`src/rtl/alu_pkg.sv`:
```
package alu_pkg;
    localparam int XLEN  = 32;
    localparam int IMM_W = 13;
    localparam int OP_W  = 4;

    localparam logic [OP_W-1:0] OP_ADD  = 4'd0;
    localparam logic [OP_W-1:0] OP_ADDC = 4'd1;
    localparam logic [OP_W-1:0] OP_SUB  = 4'd2;
    localparam logic [OP_W-1:0] OP_SUBC = 4'd3;
    localparam logic [OP_W-1:0] OP_AND  = 4'd4;
    localparam logic [OP_W-1:0] OP_ANDN = 4'd5;
    localparam logic [OP_W-1:0] OP_OR   = 4'd6;
    localparam logic [OP_W-1:0] OP_ORN  = 4'd7;
    localparam logic [OP_W-1:0] OP_XOR  = 4'd8;
    localparam logic [OP_W-1:0] OP_XNOR = 4'd9;

    typedef struct packed {
        logic n;
        logic z;
        logic v;
        logic c;
    } nzvc_t;

    function automatic logic op_is_legal(input logic [OP_W-1:0] op);
        return op <= OP_XNOR;
    endfunction

    function automatic logic op_is_logic(input logic [OP_W-1:0] op);
        return (op >= OP_AND) && (op <= OP_XNOR);
    endfunction
endpackage

```
`src/rtl/alu_opnd.sv`:
```
module alu_opnd #(
    parameter int W  = 32,
    parameter int IW = 13
) (
    input  logic          use_imm,
    input  logic [W-1:0]  rs2_val,
    input  logic [IW-1:0] imm,
    output logic [W-1:0]  opb
);
    localparam int EXT_W = W - IW;

    logic [W-1:0] imm_ext;

    always_comb begin
        imm_ext = {{EXT_W{imm[IW-1]}}, imm};
        opb     = use_imm ? imm_ext : rs2_val;
    end


    always_comb begin
        if (use_imm) begin
            imm_sext_chk: assert (($countones(opb[W-1:IW-1]) == 0) ||
                                  ($countones(opb[W-1:IW-1]) == EXT_W + 1));
        end
    end
endmodule

```
`src/rtl/alu_arith.sv`:
```
module alu_arith
    import alu_pkg::*;
#(
    parameter int W = 32
) (
    input  logic [OP_W-1:0] op,
    input  logic [W-1:0]    a,
    input  logic [W-1:0]    b,
    input  logic            cin,
    output logic [W-1:0]    res,
    output logic            c_out,
    output logic            v_out
);
    logic         is_sub;
    logic         use_c;
    logic [W-1:0] b_eff;
    logic         ci;
    logic [W:0]   sum;

    always_comb begin
        is_sub = (op == OP_SUB) || (op == OP_SUBC);
        use_c  = (op == OP_ADDC) || (op == OP_SUBC);
        b_eff  = is_sub ? ~b : b;
        if (is_sub) ci = use_c ? ~cin : 1'b1;
        else        ci = use_c ? cin : 1'b0;
        sum    = {1'b0, a} + {1'b0, b_eff} + {{W{1'b0}}, ci};
        res    = sum[W-1:0];
        c_out  = is_sub ? ~sum[W] : sum[W];
        v_out  = (a[W-1] == b_eff[W-1]) && (res[W-1] != a[W-1]);
    end
endmodule

```
`src/rtl/alu_logic.sv`:
```
module alu_logic
    import alu_pkg::*;
#(
    parameter int W = 32
) (
    input  logic [OP_W-1:0] op,
    input  logic [W-1:0]    a,
    input  logic [W-1:0]    b,
    output logic [W-1:0]    res
);
    logic         inv_b;
    logic [W-1:0] and_v;
    logic [W-1:0] or_v;
    logic [W-1:0] xor_v;

    assign inv_b = (op == OP_ANDN) || (op == OP_ORN) || (op == OP_XNOR);

    for (genvar i = 0; i < W; i++) begin : g_bit
        logic bm;
        assign bm       = b[i] ^ inv_b;
        assign and_v[i] = a[i] & bm;
        assign or_v[i]  = a[i] | bm;
        assign xor_v[i] = a[i] ^ bm;
    end

    always_comb begin
        unique case (op)
            OP_AND, OP_ANDN: res = and_v;
            OP_OR,  OP_ORN:  res = or_v;
            OP_XOR, OP_XNOR: res = xor_v;
            default:         res = '0;
        endcase
    end
endmodule

```
`src/rtl/alu_flags.sv`:
```
module alu_flags
    import alu_pkg::*;
#(
    parameter int W = 32
) (
    input  logic         clk,
    input  logic         rst_n,
    input  logic         upd,
    input  logic         is_logic,
    input  logic [W-1:0] res,
    input  logic         c_in,
    input  logic         v_in,
    output nzvc_t        nzvc_d,
    output nzvc_t        nzvc_q
);
    always_comb begin
        nzvc_d = nzvc_q;
        if (upd) begin
            nzvc_d.n = res[W-1];
            nzvc_d.z = (res == '0);
            nzvc_d.v = is_logic ? 1'b0 : v_in;
            nzvc_d.c = is_logic ? 1'b0 : c_in;
        end
    end

    always_ff @(posedge clk or negedge rst_n) begin
        if (!rst_n) nzvc_q <= '0;
        else        nzvc_q <= nzvc_d;
    end


    flag_hold_chk: assert property (@(posedge clk) disable iff (!rst_n)
        !upd |=> nzvc_q == $past(nzvc_q));


    flag_load_chk: assert property (@(posedge clk) disable iff (!rst_n)
        upd |=> nzvc_q == $past(nzvc_d));
endmodule

```
`src/rtl/int_alu_cc.sv`:
```
module int_alu_cc
    import alu_pkg::*;
#(
    parameter int W  = XLEN,
    parameter int IW = IMM_W
) (
    input  logic            clk,
    input  logic            rst_n,
    input  logic            op_valid,
    input  logic [OP_W-1:0] op_sel,
    input  logic            set_flags,
    input  logic            use_imm,
    input  logic [W-1:0]    rs1_val,
    input  logic [W-1:0]    rs2_val,
    input  logic [IW-1:0]   imm13,
    output logic [W-1:0]    result,
    output logic [3:0]      nzvc_next,
    output logic [3:0]      nzvc_q
);
    logic [W-1:0] opb;
    logic [W-1:0] ar_res;
    logic [W-1:0] lg_res;
    logic         ar_c;
    logic         ar_v;
    logic         legal;
    logic         is_logic;
    logic         upd;
    nzvc_t        flags_d;
    nzvc_t        flags_q;

    alu_opnd #(.W(W), .IW(IW)) u_opnd (
        .use_imm (use_imm),
        .rs2_val (rs2_val),
        .imm     (imm13),
        .opb     (opb)
    );

    alu_arith #(.W(W)) u_arith (
        .op    (op_sel),
        .a     (rs1_val),
        .b     (opb),
        .cin   (flags_q.c),
        .res   (ar_res),
        .c_out (ar_c),
        .v_out (ar_v)
    );

    alu_logic #(.W(W)) u_logic (
        .op  (op_sel),
        .a   (rs1_val),
        .b   (opb),
        .res (lg_res)
    );

    always_comb begin
        legal    = op_is_legal(op_sel);
        is_logic = op_is_logic(op_sel);
        upd      = op_valid && set_flags && legal;
        if (!legal)        result = '0;
        else if (is_logic) result = lg_res;
        else               result = ar_res;
    end

    alu_flags #(.W(W)) u_flags (
        .clk      (clk),
        .rst_n    (rst_n),
        .upd      (upd),
        .is_logic (is_logic),
        .res      (result),
        .c_in     (ar_c),
        .v_in     (ar_v),
        .nzvc_d   (flags_d),
        .nzvc_q   (flags_q)
    );

    assign nzvc_next = flags_d;
    assign nzvc_q    = flags_q;


    logic_vc_chk: assert property (@(posedge clk) disable iff (!rst_n)
        (op_valid && set_flags && is_logic) |-> (!flags_d.v && !flags_d.c));


    zero_flag_chk: assert property (@(posedge clk) disable iff (!rst_n)
        upd |-> (flags_d.z == (result == '0)) && (flags_d.n == result[W-1]));


    illegal_op_chk: assert property (@(posedge clk) disable iff (!rst_n)
        !legal |-> (result == '0) && (flags_d == flags_q));
endmodule

```
`config.mk`:
```
export PLATFORM = sky130hd
export DESIGN_NAME = int_alu_cc
export DESIGN_NICKNAME = d
export VERILOG_FILES = /design/src/rtl/alu_pkg.sv /design/src/rtl/alu_opnd.sv /design/src/rtl/alu_arith.sv /design/src/rtl/alu_logic.sv /design/src/rtl/alu_flags.sv /design/src/rtl/int_alu_cc.sv
export SDC_FILE = /design/constraint.sdc
export NUM_CORES = 1
export LEC_CHECK = 0
export ABC_AREA = 1
export BUFFER_PORTS_ARGS = -buffer_cell sky130_fd_sc_hd__buf_2
export CAP_MARGIN = 20
export CORE_MARGIN = 1.5
export CORE_UTILIZATION = 52
export DETAILED_ROUTE_END_ITERATION = 7
export PLACE_DENSITY_LB_ADDON = 0.15
export SLEW_MARGIN = 20
export SYNTH_ARGS = -nofsm -noshare
export SYNTH_HDL_FRONTEND = slang
export SYNTH_SLANG_ARGS = --single-unit
```
`constraint.sdc`:
```
create_clock -name clk -period 4.5 [get_ports clk]
set_input_delay 0.9 -clock clk [delete_from_list [all_inputs] [get_ports clk]]
set_output_delay 0.9 -clock clk [all_outputs]
set_load 0.05 [all_outputs]
```
---- Yosys cells after proc, flatten, opt, wreduce, memory -nomap -nowiden ----
Index checks and enable logic that the tools add are counted.
cells by class
  add/subtract/negate cells ............... 2
  multipliers ............................. 0
  divide/modulo/power cells ............... 0
  $lt $le $gt $ge ......................... 2
  equal/unequal tests ..................... 11
  shift-type cells ........................ 0
  muxes and demuxes ....................... 12
  bitwise operators ....................... 131
  reductions and logical operators ........ 12
operator list
  cell                  count
  $mux W32              4
  $pmux W32 S3          1
  $xor A1 B1 Y1         64
  $add A32 B32 Y33      1
  $add A33 B1 Y33       1
  $and A1 B1 Y1         32
  $logic_not A32 Y1     1
  $not A32 Y32          1
  $or A1 B1 Y1          32
  $eq A4 B3 Y1 const B  4
  $eq A4 B2 Y1 const B  2
  $eq A4 B4 Y1 const B  2
  $mux W1               6
  $reduce_or A2 Y1      3
  $eq A4 B1 Y1 const B  1
  $ge A4 B3 Y1 const B  1
  $le A4 B4 Y1 const B  1
  $logic_and A1 B1 Y1   4
  $logic_or A1 B1 Y1    4
  $mux W4               1
  $not A1 Y1            2
  $eq A1 B1 Y1          1
  $ne A1 B1 Y1          1
word-level totals
  flip-flop bits (word level) ............. 4
  latch bits .............................. 0
  RAM bits ................................ 0
  bits in read-only memories .............. 0
  input port bits ......................... 86
  output and inout bits ................... 40
  word-level logic and storage cells ...... 174
  memories kept ........................... 0

---- Depth between registers and ports, before layout ----
  depth after elaboration ................. 10
  gate-level depth with buffers ........... 24
  depth with buffers taken out ............ 22

---- Hierarchy ----
From an unflattened synthesis, not the netlist that was laid out.
second synthesis, totals
  cell total of the unflattened synthesis .. 1226
  area total of the unflattened synthesis .. 6737.7 um^2
by module, submodules not included
  module      times used  cells each  area each (um^2)  sequential area each (um^2)
  alu_logic   1           519         3034.2            0.0
  alu_arith   1           465         2501.1            0.0
  int_alu_cc  1           114         571.8             0.0
  alu_opnd    1           84          344.1             0.0
  alu_flags   1           44          286.5             100.1

---- Worst setup path before layout ----
OpenSTA, ideal clock, no wires.
  path type ............................... input to output
  start point ............................. input port use_imm
  end point ............................... output port nzvc_next[0]
  arrival ................................. 4.522 ns
  data required time ...................... 3.600 ns
  slack ................................... -0.922 ns
  cell stages on the path ................. 19
  buffers on the path ..................... 1
  cells stage by stage .................... clkbuf_1 mux2_2 xnor2_1 fa_1 inv_1 fa_1 inv_1 nand2_1 nand2_1 nand3_1 nand2_1 nand2_1 nand2_1 nand2_1 nand2_1 nand3_1 nand3_1 nand2_1 o21ai_0
between the ends
  longest elaborated chain between the ends .. 9
RTL lines
  element               RTL line          text
  start: declaration    int_alu_cc.sv:12  input logic use_imm,
  $mux W32 (*)          alu_opnd.sv:16    opb = use_imm ? imm_ext : rs2_val;
  $not A32 Y32          alu_arith.sv:23   b_eff = is_sub ? ~b : b;
  $mux W32 (*)          alu_arith.sv:23
  $add A32 B32 Y33 (*)  alu_arith.sv:26   sum = {1'b0, a} + {1'b0, b_eff} + {{W{1'b0}}, ci};
  $add A33 B1 Y33 (*)   alu_arith.sv:26
  $not A1 Y1            alu_arith.sv:28   c_out = is_sub ? ~sum[W] : sum[W];
  $mux W1 (*)           alu_arith.sv:28
  $mux W1 (*)           alu_flags.sv:22   nzvc_d.c = is_logic ? 1'b0 : c_in;
  $mux W4 (*)           alu_flags.sv:18   if (upd) begin
  end: declaration      int_alu_cc.sv:17  output logic [3:0] nzvc_next,
Every way passes the cells marked *; elsewhere a longest branch is shown, timed or not.

---- Final worst setup path ----
  start point ............................. input port use_imm
  end point ............................... output port nzvc_next[2]
between the ends
  longest elaborated chain between the ends .. 9
  elaborated cells on any way between the ends .. 138
  those cells by class .................... 2 x add/sub; 6 x mux; 129 x bitwise; 1 x reduce/logical
RTL lines
  element                RTL line          text
  $mux W32 (*)           alu_opnd.sv:16
  $not A32 Y32           alu_arith.sv:23
  $mux W32               alu_arith.sv:23
  $add A32 B32 Y33       alu_arith.sv:26
  $add A33 B1 Y33        alu_arith.sv:26
  $mux W32 (*)           int_alu_cc.sv:60  else if (is_logic) result = lg_res;
  $mux W32 (*)           int_alu_cc.sv:59  if (!legal) result = '0;
  $logic_not A32 Y1 (*)  alu_flags.sv:20   nzvc_d.z = (res == '0);
  $mux W4 (*)            alu_flags.sv:18
Marks and branches as above.

==> flow_metrics.tcl <==
set metrics [dict create \
    cts.clk_slew.worst_paths_ns 0.03 \
    max_freq_mhz 213 \
    final_cell_count_no_fill 1475 \
    antenna_found_initial 0 \
    finalMaxSlewViolations 0 \
    cts_buffers 3 \
    top_usage_layer "met2" \
    violations "negative setup slack" \
    start_util_pct 54.2 \
    path_class "input pin to primary output" \
    worstMarginPinSlew_ns 0.973 \
    synth_cell_types 32 \
    pwr-share-seq_pct 2.5 \
    grt_use_total_pct 36.1 \
    r2r-start "u_flags.nzvc_q[0]" \
    drt-vias-per-instance 5.20 \
    drive_gt1_share_pct 34.4 \
    slew-limit-headroom_pct 35.0 \
    finalCritPeriodShare_pct 104 \
    use_met2_pct 61.9 \
    synth-seq-cells 4 \
    crit_fanout 7 \
    clock_latency_ns 0.23 \
    clockRootBuffer "clkbuf_8" \
    drtPass1Iterations 6 \
    cap_violations 0 \
    crit_path_end_kind "primary output" \
    grt_pass1_vias 7269 \
    met1_usage_pct 47.2 \
    period_minus_slack_ns 4.70 \
    worst_slack_ns -0.200 \
    synth.avg_cell_area_um2 5.47 \
    drtIter0Drc 424 \
    ctsHtreeMaxLevel 1 \
    largest_reg_flops 4 \
    reg2reg_depth 22 \
    dp.cells 1456 \
    grt_max_degree 31 \
    regMostFlops "u_flags.nzvc_q" \
    nNetsFinal 1524 \
    cts_sinks 4 \
    grt_pass1_wl_um 33300 \
    cts_hold_buf 0 \
    r2r-end "u_flags.nzvc_q[2]" \
    setup_viol 3 \
    p_leak_nw 5.21 \
    die_x_um 107 \
    p_comb_share_pct 93.1 \
    drc 0 \
    routabilityCongestion 1.01 \
    swShare_pct 55.9 \
    die_h_um 107 \
    status "finished with violations" \
    cp.arrival_ns 3.80 \
    p_total_mw 1.82 \
    synth_nets 1219 \
    portBuffers 125 \
    rrSetupSlack_ns 1.46 \
    ioPinCount 126 \
    num_vias 7676 \
    dpl.hpwl_um 16400 \
    yosysSeqAreaShare_pct 1.77 \
    pwr_density_cell_nw_per_um2 214 \
    drt-total-wl_um 21600 \
    hold_class "input pin to asynchronous set/reset pin" \
    pwr-share-clk_pct 4.4 \
    diodes 0 \
    yosysWarnings 0 \
    cts_tree "yes" \
    design.core.area_um2 10500 \
    std_cell_rows 37 \
    fin_skew_ns 0.000726 \
    syn-cell-area_um2 5670 \
    cp-start-kind "input pin" \
    synthCells 1036 \
    vdd_drop_max_v 0.000269 \
    synthToLayoutAreaGrowth_pct 50.0 \
    finalHoldViolCount 0 \
    overflow 0 \
    clockBufferDepth 2 \
    wire_per_inst_um 14.6 \
    rsz0062_at_grt "yes" \
    gr-usage-met3_pct 4.12 \
    p_int_mw 0.804 \
    switchingPower_mw 1.02 \
    top_regs "u_flags.nzvc_q x4" \
    dieArea_um2 11500 \
    worstPathRequired_ns 3.60 \
    detail-route-antenna-nets 0 \
]
power groups by stage:
stage	Clock [mW]	Sequential, mW	Combinational, mW
after floorplan	0	0.0559	0.892
after global placement	0	0.0450	1.46
after detailed placement	0	0.0455	1.48
after CTS	0.0802	0.0451	1.58
after global routing	0.0838	0.0461	1.84
final	0.0802	0.0458	1.70
cells in the mapped netlist, drive strengths merged:
master	number	area, µm²
a21oi	30	150
and2	1	6.26
buf	20	125
clkbuf	6	22.5
clkinv	2	7.51
dfrtp	4	100
fa	2	40.0
ha	95	1190
inv	231	867
mux2	12	135
nand2	339	1280
nand3	79	400
nand3b	1	7.51
nand4	8	50.1
nor2	74	280
nor3	7	35.0
nor4	1	6.26
o2111ai	21	184
o211ai	6	45.0
o21ai	27	139
o21bai	2	15.0
or2	3	18.8
xnor2	24	210
xor2	41	359
final cells by class:
class / count / area [µm²]
clock buffer: 3 / 41.3
fill: 789 / 1960
inverter: 233 / 875
multi-input combinational: 773 / 4960
sequential: 4 / 100
tap: 136 / 170
timing repair buffer: 326 / 2360
worst max path at each step:
stage | slack (ns) | start | end
finish | -0.20 | use_imm | nzvc_next[2]
floorplan | 0.01 | op_sel[3] | nzvc_next[2]
CTS | -0.15 | use_imm | nzvc_next[2]
global route | -0.37 | use_imm | nzvc_next[2]
global placement | -0.46 | use_imm | nzvc_next[2]
detailed placement | -0.46 | use_imm | nzvc_next[2]
timing repair:
item | 4_1_cts | 5_1_grt
pin swaps | 37 | 28
resized for setup | 91 | 76
cloned | 2 | 0
endpoints found under the setup margin | 11 | 18
hold endpoints to repair | 0 | 0
buffers inserted | 9 | 9
critical path: stages:
cell and delay, ns:
buf_12 0.11, buf_12 0.13, mux2_2 0.36, xnor2_1 0.13
ha_1 0.34, nand2_1 0.08, nand2_1 0.10, nand2_1 0.09
nand2_1 0.12, inv_1 0.14, nand3_2 0.15, nand2_1 0.10
nand3_1 0.09, nand2_1 0.10, nand2_1 0.09, nor2_2 0.14
nand2_2 0.09, nor2_2 0.11, nand2_2 0.09, o21ai_4 0.16
buf_6 0.18
stage by stage:
stage | util [%] | TNS (ns) | worst slack, ns | hold WS (ns) | instance area [µm²]
finish | 81.3 | -0.331 | -0.200 | 0.475 | 8510
global route | 81.3 | -1.41 | -0.371 | 0.483 | 8510
CTS | 78.8 | -0.178 | -0.148 | 0.474 | 8250
detailed placement | 74.9 | -1.11 | -0.462 | 0.492 | 7830
global placement | 74.9 | -0.778 | -0.464 | 0.479 | 7830
floorplan | - | 0 | 0.0133 | 0.604 | 5750
routing by layer:
layer  share of wire (%)  routed length (µm)  vias to the layer above
met5                   0                   0                        -
met4                 2.8                 601                        0
met3                 7.6                1640                       44
met2                  46                9960                      348
met1                  43                9370                     3489
li1                    -                   -                     3795
kinds of logic after synthesis:
group | count (synthesis) | share of synthesized area [%]
AO/OA/AOI/OAI | 86 | 9.40
XOR/XNOR | 65 | 10.0
adder cells (fa/ha/maj) | 97 | 21.7
buffers and inverters | 259 | 18.0
flip-flops | 4 | 1.77
multiplexers | 12 | 2.38
AND/OR/NAND/NOR | 513 | 36.7
layout by cell type (no fill, tap or decap), types with 11 or more instances in the layout:
cell	n
o21ai_1	13
o2111ai_1	21
buf_6	11
xnor2_1	22
ha_1	94
buf_2	105
nor2_2	15
nand2_2	37
inv_2	16
nand2_1	298
nor2_1	54
xor2_1	41
a21oi_1	15
a21oi_2	13
buf_4	195
inv_1	215
nand3_1	70
(Power assumes the default switching activity.)
